--- config.mk ---
export PLATFORM = sky130hd
export DESIGN_NAME = cascade_irq_top
export DESIGN_NICKNAME = d
export VERILOG_FILES = /design/src/rtl/cascade_irq_pkg.sv /design/src/rtl/cascade_irq_ctrl.sv /design/src/rtl/cascade_irq_datapath.sv /design/src/rtl/cascade_irq_top.sv
export SDC_FILE = /design/constraint.sdc
export NUM_CORES = 1
export LEC_CHECK = 0
export BUFFER_PORTS_ARGS = -buffer_cell sky130_fd_sc_hd__buf_2
export CAP_MARGIN = 25
export CORE_MARGIN = 1.5
export CORE_UTILIZATION = 40
export DETAILED_ROUTE_END_ITERATION = 10
export GPL_TIMING_DRIVEN = 0
export PLACE_DENSITY = 0.54
export SYNTH_ARGS = -nofsm -noshare
export SYNTH_HDL_FRONTEND = slang
export SYNTH_SLANG_ARGS = --single-unit
--- constraint.sdc ---
create_clock -name clk -period 3.6 [get_ports clk]
set_clock_uncertainty 0.2 [all_clocks]
set_input_delay 0.36 -clock clk [delete_from_list [all_inputs] [get_ports clk]]
set_output_delay 0.36 -clock clk [all_outputs]
set_load 0.1 [all_outputs]
--- src/rtl/cascade_irq_pkg.sv ---
package cascade_irq_pkg;
  localparam int DATA_W     = 32;
  localparam int PRI_LINES  = 40;
  localparam int SEC_LINES  = 32;
  localparam int ADDR_W     = 12;
  localparam int CHAN_W     = 6;
  localparam int LINE_IDX_W = 6;
  localparam int NUM_BANKS  = (PRI_LINES + DATA_W - 1) / DATA_W;
  localparam int BANK_W     = (NUM_BANKS > 1) ? $clog2(NUM_BANKS) : 1;

  typedef enum logic [2:0] {
    RD_NONE, RD_PEND, RD_EN, RD_SEC_PEND, RD_SEC_EN, RD_PRIO, RD_CHAN
  } rdSel_e;

  typedef struct packed {
    logic [NUM_BANKS-1:0]  priClr;
    logic [NUM_BANKS-1:0]  priSet;
    logic [NUM_BANKS-1:0]  priDis;
    logic                  secClr;
    logic                  secSet;
    logic                  secDis;
    logic                  chanWr;
    logic [LINE_IDX_W-1:0] lineIdx;
    logic                  rdEn;
    rdSel_e                rdSel;
    logic [BANK_W-1:0]     bankSel;
  } strobe_t;
endpackage

--- src/rtl/cascade_irq_ctrl.sv ---
module cascade_irq_ctrl
  import cascade_irq_pkg::*;
#(
  parameter int NUM_PRI = PRI_LINES
) (
  input  logic              busWe,
  input  logic              busRe,
  input  logic [ADDR_W-1:0] busAddr,
  output strobe_t           stb
);
  localparam logic [ADDR_W-1:0] SEC_BASE  = ADDR_W'(12'h080);
  localparam logic [ADDR_W-1:0] SEC_END   = ADDR_W'(12'h0A0);
  localparam logic [ADDR_W-1:0] PRIO_ADDR = ADDR_W'(12'h040);
  localparam logic [ADDR_W-1:0] CHAN_BASE = ADDR_W'(12'h200);
  localparam logic [ADDR_W-1:0] CHAN_END  = ADDR_W'(12'h200 + 4 * NUM_PRI);

  logic [2:0]        regNo;
  logic [1:0]        bankRaw;
  logic [1:0]        secReg;
  logic [ADDR_W-1:0] chanOff;

  assign regNo   = busAddr[6:4];
  assign bankRaw = busAddr[3:2];
  assign secReg  = busAddr[4:3];
  assign chanOff = busAddr - CHAN_BASE;

  always_comb begin
    stb         = '0;
    stb.rdSel   = RD_NONE;
    stb.rdEn    = busRe;
    stb.bankSel = BANK_W'(bankRaw);
    if (busAddr == PRIO_ADDR) begin
      stb.rdSel = RD_PRIO;
    end else if (busAddr < SEC_BASE) begin
      if (busAddr[1:0] == 2'b00 && int'(bankRaw) < NUM_BANKS) begin
        unique case (regNo)
          3'd1: begin
            stb.rdSel = RD_PEND;
            stb.priClr[bankRaw] = busWe;
          end
          3'd2: begin
            stb.rdSel = RD_EN;
            stb.priSet[bankRaw] = busWe;
          end
          3'd3: begin
            stb.rdSel = RD_EN;
            stb.priDis[bankRaw] = busWe;
          end
          default: stb.rdSel = RD_NONE;
        endcase
      end
    end else if (busAddr < SEC_END) begin
      if (busAddr[2:0] == 3'b000) begin
        unique case (secReg)
          2'd0: stb.rdSel = RD_SEC_PEND;
          2'd1: begin
            stb.rdSel  = RD_SEC_PEND;
            stb.secClr = busWe;
          end
          2'd2: begin
            stb.rdSel  = RD_SEC_EN;
            stb.secSet = busWe;
          end
          default: begin
            stb.rdSel  = RD_SEC_EN;
            stb.secDis = busWe;
          end
        endcase
      end
    end else if (busAddr >= CHAN_BASE && busAddr < CHAN_END && busAddr[1:0] == 2'b00) begin
      stb.rdSel   = RD_CHAN;
      stb.chanWr  = busWe;
      stb.lineIdx = LINE_IDX_W'(chanOff >> 2);
    end
  end
endmodule

--- src/rtl/cascade_irq_datapath.sv ---
module cascade_irq_datapath
  import cascade_irq_pkg::*;
#(
  parameter int NUM_PRI = PRI_LINES,
  parameter int NUM_SEC = SEC_LINES
) (
  input  logic               clk,
  input  logic               rstN,
  input  strobe_t            stb,
  input  logic [DATA_W-1:0]  wdata,
  input  logic [NUM_PRI-1:0] priIrq,
  input  logic [NUM_SEC-1:0] secIrq,
  output logic [DATA_W-1:0]  rdata,
  output logic               cpuIrq
);
  logic [NUM_PRI-1:0] priPend, priEn, priActive, priSrc;
  logic [NUM_PRI-1:0] clrMask, setMask, disMask;
  logic [NUM_SEC-1:0] secPend, secEn;
  logic [CHAN_W-1:0]  chanMap [NUM_PRI];
  logic               cascadeReq;
  logic [LINE_IDX_W-1:0] winner;
  logic [DATA_W-1:0]  rdNext;

  assign cascadeReq = |(secPend & secEn);
  assign priActive  = priPend & priEn;

  always_comb begin
    priSrc    = priIrq;
    priSrc[0] = priIrq[0] | cascadeReq;
    for (int i = 0; i < NUM_PRI; i++) begin
      clrMask[i] = stb.priClr[i / DATA_W] & wdata[i % DATA_W];
      setMask[i] = stb.priSet[i / DATA_W] & wdata[i % DATA_W];
      disMask[i] = stb.priDis[i / DATA_W] & wdata[i % DATA_W];
    end
  end

  // Lowest numbered active line above 0 wins; 0 otherwise.
  always_comb begin
    winner = '0;
    for (int i = NUM_PRI - 1; i >= 1; i--) begin
      if (priActive[i]) winner = LINE_IDX_W'(i);
    end
  end

  always_ff @(posedge clk) begin
    if (!rstN) begin
      priPend <= '0;
      priEn   <= '0;
      secPend <= '0;
      secEn   <= '0;
      cpuIrq  <= 1'b0;
    end else begin
      priPend <= (priPend & ~clrMask) | priSrc;
      priEn   <= (priEn | setMask) & ~disMask;
      secPend <= (secPend & ~({NUM_SEC{stb.secClr}} & wdata[NUM_SEC-1:0])) | secIrq;
      secEn   <= (secEn | ({NUM_SEC{stb.secSet}} & wdata[NUM_SEC-1:0]))
                 & ~({NUM_SEC{stb.secDis}} & wdata[NUM_SEC-1:0]);
      cpuIrq  <= |priActive;
    end
  end

  generate
    for (genvar g = 0; g < NUM_PRI; g++) begin : gChan
      always_ff @(posedge clk) begin
        if (!rstN)
          chanMap[g] <= CHAN_W'(g);
        else if (stb.chanWr && int'(stb.lineIdx) == g)
          chanMap[g] <= wdata[CHAN_W-1:0];
      end
    end
  endgenerate

  always_comb begin
    rdNext = '0;
    unique case (stb.rdSel)
      RD_PEND, RD_EN: begin
        for (int i = 0; i < NUM_PRI; i++) begin
          if (i / DATA_W == int'(stb.bankSel))
            rdNext[i % DATA_W] = (stb.rdSel == RD_PEND) ? priPend[i] : priEn[i];
        end
      end
      RD_SEC_PEND: rdNext[NUM_SEC-1:0] = secPend;
      RD_SEC_EN:   rdNext[NUM_SEC-1:0] = secEn;
      RD_PRIO:     rdNext[LINE_IDX_W-1:0] = winner;
      RD_CHAN:     rdNext[CHAN_W-1:0] = chanMap[stb.lineIdx];
      default:     rdNext = '0;
    endcase
  end

  always_ff @(posedge clk) begin
    if (!rstN)         rdata <= '0;
    else if (stb.rdEn) rdata <= rdNext;
  end
endmodule

--- src/rtl/cascade_irq_top.sv ---
module cascade_irq_top
  import cascade_irq_pkg::*;
#(
  parameter int NUM_PRI = PRI_LINES,
  parameter int NUM_SEC = SEC_LINES
) (
  input  logic               clk,
  input  logic               rstN,
  input  logic               busWe,
  input  logic               busRe,
  input  logic [ADDR_W-1:0]  busAddr,
  input  logic [DATA_W-1:0]  busWdata,
  output logic [DATA_W-1:0]  busRdata,
  input  logic [NUM_PRI-1:0] priIrq,
  input  logic [NUM_SEC-1:0] secIrq,
  output logic               cpuIrq
);
  strobe_t stb;

  cascade_irq_ctrl #(.NUM_PRI(NUM_PRI)) u_ctrl (
    .busWe  (busWe),
    .busRe  (busRe),
    .busAddr(busAddr),
    .stb    (stb)
  );

  cascade_irq_datapath #(.NUM_PRI(NUM_PRI), .NUM_SEC(NUM_SEC)) u_dp (
    .clk   (clk),
    .rstN  (rstN),
    .stb   (stb),
    .wdata (busWdata),
    .priIrq(priIrq),
    .secIrq(secIrq),
    .rdata (busRdata),
    .cpuIrq(cpuIrq)
  );
endmodule

== Word level (Yosys, flattened, before mapping) ==
Memories as Yosys holds them, arrays and structs flattened.
Index checks and enable logic that the tools add are counted.
Operators by class
  add/sub/neg operators: 1
  order comparisons: 7
  equality and inequality tests: 51
  mux-type cells: 298
  bitwise logic cells: 179
  reduce and logical (&&, ||, !) cells: 54
Operators by type and width (number)
  $mux W6: 81
  $mux W1: 197
  $and A32 B32 Y32: 6
  $eq A6 B6 Y1 const B: 24
  $and A1 B1 Y1: 120
  $and A40 B40 Y40: 3
  $not A40 Y40: 2
  $or A40 B40 Y40: 2
  $pmux W26 S3: 1
  $not A32 Y32: 2
  $or A32 B32 Y32: 2
  $eq A6 B5 Y1 const B: 8
  $logic_and A1 B1 Y1: 44
  $or A1 B1 Y1: 41
  $reduce_or A40 Y1: 1
  $reduce_or A32 Y1: 1
  $pmux W6 S5: 1
  $mux W3: 9
  $eq A6 B4 Y1 const B: 4
  $lt A12 B8 Y1 const B: 2
  $mux W16: 1
  $mux W7: 2
  $eq A12 B7 Y1 const B: 1
  $eq A3 B2 Y1 const B: 4
  21 further kinds: 31
Storage, ports and cells
  flip-flop bits (word level): 177
  bits in writable memories: 240
  logic and storage cells: 597
  memories kept: 1
Memory list
  u_dp.chanMap: words 40, width 6, read ports 1, clocked after memory_dff 0, write ports 40, line cascade_irq_datapath.sv:19  | logic [CHAN_W-1:0] chanMap [NUM_PRI];

== Logic depth before layout (Yosys ltp) ==
  depth in word-level cells: 41
  mapped depth: 11

== Cells and area by module ==
Synthesis repeated with hierarchy kept, for this count alone.
Unflattened totals
  cell total of the unflattened synthesis: 1744
  area total of the unflattened synthesis: 19401.1 um2
By module, submodules not included
  cascade_irq_datapath: instances 1, cells an instance 1698, area each 19098.3 um2
  cascade_irq_ctrl: instances 1, cells an instance 46, area each 302.8 um2

== Worst setup path after synthesis ==
OpenSTA, ideal clock, no wires.
  path type: input port to flip-flop
  start: input port busAddr[11]
  end: memory u_dp.chanMap[31][0], enable pin
  arrival time: 2557 ps
  data required time: 3023 ps
  slack: 466 ps
  cell stages on the path: 7
  path buffers: 3
  path through: or3_1 > buf_2 > or4_1 > buf_2 > or3_1 > clkbuf_1 > o21ai_0
RTL lines
  start: declaration: line cascade_irq_top.sv:11  | input logic [ADDR_W-1:0] busAddr,
  end: declaration: line cascade_irq_datapath.sv:19

== Worst setup path in the final report ==
  start: input port busAddr[2]
  end: register u_dp.rdata[1]
Between the ends
  word-level cells in the longest chain between the ends: 11
  elaborated cells between the ends (all ways): 33
  classes of those cells: 1 x add/sub; 5 x order compare; 7 x eq/ne; 14 x mux; 5 x reduce/logical; 1 x memory
Ends and longest elaborated chain
  branches (longest 10 deep; another with $ge A12 B10 Y1)
  $pmux W6 S5 *: line cascade_irq_datapath.sv:75  | unique case (stb.rdSel)
  end signal: assignment: line cascade_irq_datapath.sv:92  | else if (stb.rdEn) rdata <= rdNext;
  end: declaration: line cascade_irq_datapath.sv:13  | output logic [DATA_W-1:0] rdata,
Every way passes the cells marked *.
A chain may end at the register's enable or synchronous reset.

==> flow_metrics.py <==
metrics = {
    "placement": {
        "place.port_buffers": 143,
        "dp_hpwl_um": 64200,
        "gp_congestion": 1.00,
        "dp.cells": 2741,
        "place_ws_ns": -1.28,
    },
    "yosys": {
        "syn_avg_cell_area_um2": 9.93,
        "synthesis.nets": 2091,
        "synth_edf_count": 240,
        "synth_warnings": 0,
        "ys.flop_type": "edfxtp_1",
        "syn_inst": 1971,
        "yosysSeqAreaShare": 0.549,
        "ys_ff_latch": 417,
        "netlist-cell-type-count": 71,
        "netlist_area_um2": 19600,
        "synthArstFlopShare": 0,
    },
    "routing": {
        "wl_per_cell_um": 29.9,
        "first_pass_iters": 6,
        "drtAntennaViolNets": 0,
        "vias": 18796,
        "drt_wl_total_um": 87700,
        "drt_iter0_markers": 2695,
        "vias_per_cell": 6.42,
        "drc": 0,
    },
    "run": {
        "maxCapViolCount": 0,
    },
    "sta": {
        "setup-violations-final": 2,
        "rsz0062_at_grt": "no",
        "maxSlewHeadroom": 0.247,
        "hold_viol": 0,
        "tightest_slew_ns": 1.13,
        "fin_crit_sh": 1.01,
        "tns_ns": -0.0545,
        "slew_viol_final": 0,
        "finalWorstSetupSlack_ns": -0.0527,
        "fin_crit_ns": 3.65,
        "fmax_mhz": 274,
    },
    "power": {
        "power_switching_w": 0.00291,
        "p_comb_frac": 0.093,
        "switching_share": 0.256,
        "p_int_w": 0.00843,
        "seq_power_share": 0.474,
        "p_leak_nw": 8.10,
        "clkPwrFrac": 0.433,
        "max-vdd-ir-drop_v": 0.000304,
        "p_per_area_nw_per_um2": 476,
    },
    "hold_path": {
        "worstHoldPathType": "in2reg",
        "hp-start": "priIrq[0]",
    },
    "clock_network": {
        "cts_tree": "done",
        "cts_sinks": 417,
        "clk_latency_ns": 0.59,
        "cts-buffers-inserted": 47,
        "cts_setup_buffers": 0,
        "h-tree-depth": 2,
        "clock_path_buffers": 3,
        "ctsRootBufferMaster": "clkbuf_16",
        "path_clk_slew_ns": 0.06,
    },
    "global_route": {
        "grt_pass1_wl_um": 124000,
        "track_usage": 0.344,
        "grt_overflow_total": 0,
        "grt_max_degree": 20,
        "grt_pass1_vias": 17484,
        "antenna_found_initial": 3,
    },
    "die": {
        "initial_core_util": 0.407,
        "row_count": 80,
        "die_area_um2": 50300,
        "dieHeight_um": 224,
        "core_area_um2": 48000,
        "num_io_pins": 153,
        "die_x_um": 224,
    },
    "worst_setup_path": {
        "rr_startpoint": "u_dp.chanMap[27][0]$_SDFFCE_PN1P_",
        "max_stage_delay_ns": 0.69,
        "path_class": "in2reg",
        "end_kind": "flop",
        "arrival_ns": 3.99,
        "required_ns": 3.94,
        "slowest_stage": "nor4_1",
        "cp_max_fo": 10,
        "startpoint": "busAddr[2]",
        "startpoint_type": "input port",
        "path_cells": "buf_2, buf_2, buf_2, clkdlybuf4s15_2, nor2_1, o311a_1, nor4_1, a31oi_1, o31ai_1, o221a_2",
        "critical_path.most_common_cell": "buf_2",
    },
    "cells_and_area": {
        "antenna_cells": 0,
        "area_delta_synth_final_pct": 21.7,
        "fin_cells": 2929,
        "drive_above_1_share": 0.140,
        "finalNetCount": 2401,
    },
    "status": {
        "failed_checks": "negative setup slack",
        "outcome": "complete, but fails checks",
    },
}
[area by class of cell]
cell class | instances | area (um^2)
clock buffers | 67 | 1380
well taps | 615 | 769
inverters | 18 | 67.6
clock inverters | 15 | 153
plain buffers | 172 | 708
repair buffers | 263 | 1870
multi-input cells | 1362 | 8120
flip-flops and latches | 417 | 10800
fillers | 4518 | 24200
[layout by cell type, fill, tap and decap left out, types with 14 or more instances in the layout]
master,netlist,layout
a22oi_1,47,47
edfxtp_1,240,240
clkbuf_16,0,49
o21ai_0,78,65
nand3_1,51,51
mux4_2,17,17
nor2_1,252,250
mux2_2,22,22
nor3_1,64,62
o22ai_1,15,15
o21ai_1,8,17
a21oi_1,176,176
clkbuf_1,135,138
a211oi_1,79,79
nand4_1,16,16
inv_1,16,16
mux2i_1,53,53
buf_2,27,174
dfxtp_1,177,177
dlygate4sd3_1,0,103
or3_1,43,43
o221ai_1,31,31
nor4_1,15,14
and3_1,20,20
nand2_1,208,208
[Yosys cell counts (8+ instances only)]
| master | count | area, um^2 |
|---|---|---|
| o22ai_1 | 15 | 93.8 |
| mux2_2 | 22 | 248 |
| nor2_1 | 252 | 946 |
| buf_2 | 27 | 135 |
| and3_1 | 20 | 125 |
| nand3_1 | 51 | 255 |
| nor2b_1 | 10 | 62.6 |
| a22oi_1 | 47 | 353 |
| o21ai_1 | 8 | 40.0 |
| mux4_2 | 17 | 383 |
| nor3_1 | 64 | 320 |
| nor4_1 | 15 | 93.8 |
| clkbuf_1 | 135 | 507 |
| a21oi_1 | 176 | 881 |
| nand4_1 | 16 | 100 |
| o221ai_1 | 31 | 272 |
| edfxtp_1 | 240 | 7210 |
| a22o_1 | 10 | 87.6 |
| dfxtp_1 | 177 | 3540 |
| a31oi_1 | 11 | 68.8 |
| nand2_1 | 208 | 781 |
| a211oi_1 | 79 | 593 |
| and2_1 | 11 | 68.8 |
| inv_1 | 16 | 60.1 |
| or3_1 | 43 | 269 |
| o31ai_1 | 11 | 82.6 |
| mux2i_1 | 53 | 531 |
| nand2b_1 | 9 | 56.3 |
| buf_1 | 11 | 41.3 |
| o21ai_0 | 78 | 390 |
[layer usage]
| metal | up-vias | GRT usage | wire (um) |
|---|---|---|---|
| li1 | 8007 | - | - |
| met1 | 9384 | 0.511 | 37700 |
| met2 | 1225 | 0.487 | 36600 |
| met3 | 178 | 0.0818 | 10500 |
| met4 | 2 | 0.121 | 2910 |
| met5 | - | 0 | 8 |
[final timing paths]
| check | endpoint | slack, ns | cells after the start |
|---|---|---|---|
| hold / removal | u_dp.priPend[0]$_SDFF_PN0_ | 0.08 | 5 |
| setup / recovery | u_dp.rdata[1]$_SDFFE_PN0P_ | -0.05 | 10 |
| setup reg to reg | u_dp.rdata[0]$_SDFFE_PN0P_ | 0.47 | 7 |
| hold reg to reg | u_dp.rdata[16]$_SDFFE_PN0P_ | 0.28 | 2 |
[repair_timing]
action                     CTS  global route
hold buffers               103             0
gates cloned                 0             0
gates resized for setup     18            24
hold endpoints to repair   124             0
setup endpoints to repair   62           193
[power by group through the flow]
stage	Clock (W)	Combinational (W)	Sequential (W)
global route	0.00509	0.00110	0.00539
detailed placement	0	0.000923	0.00547
CTS	0.00491	0.00102	0.00537
global placement	0	0.000914	0.00546
finish	0.00491	0.00106	0.00538
floorplan	0	0.000413	0.00551
[worst max-delay path, delay by kind of cell]
kind | cells | cell delay (ns)
buffers and inverters | 4 | 1.45
AO/OA/AOI/OAI | 4 | 1.38
AND/OR/NAND/NOR | 2 | 0.80
[flip-flops by register name, summed over array words and instances (netlist names)]
name	cells
u_dp.chanMap	240
u_dp.cpuIrq	1
u_dp.priEn	40
u_dp.priPend	40
u_dp.rdata	32
u_dp.secEn	32
u_dp.secPend	32
[logic make-up (layout without fill, tap and decap cells)]
group | Yosys count | in the layout | share of synthesized area
and+or+nand+nor | 736 | 736 | 0.176
muxes | 92 | 92 | 0.0593
buffers and inverters | 192 | 535 | 0.0387
DFF | 417 | 417 | 0.549
AOI/OAI and AO/OA | 534 | 534 | 0.177
[stage by stage]
step | hold WS [ns] | utilization | power [W] | cell area, um^2
after CTS | 0.0620 | 0.494 | 0.0113 | 23700
after detailed placement | 0.277 | 0.440 | 0.00639 | 21100
after global routing | 0.129 | 0.496 | 0.0116 | 23800
after global placement | 0.274 | 0.438 | 0.00638 | 21100
after floorplan | 0.256 | - | 0.00592 | 19600
final | 0.0775 | 0.496 | 0.0113 | 23800
(Power assumes the default switching activity.)
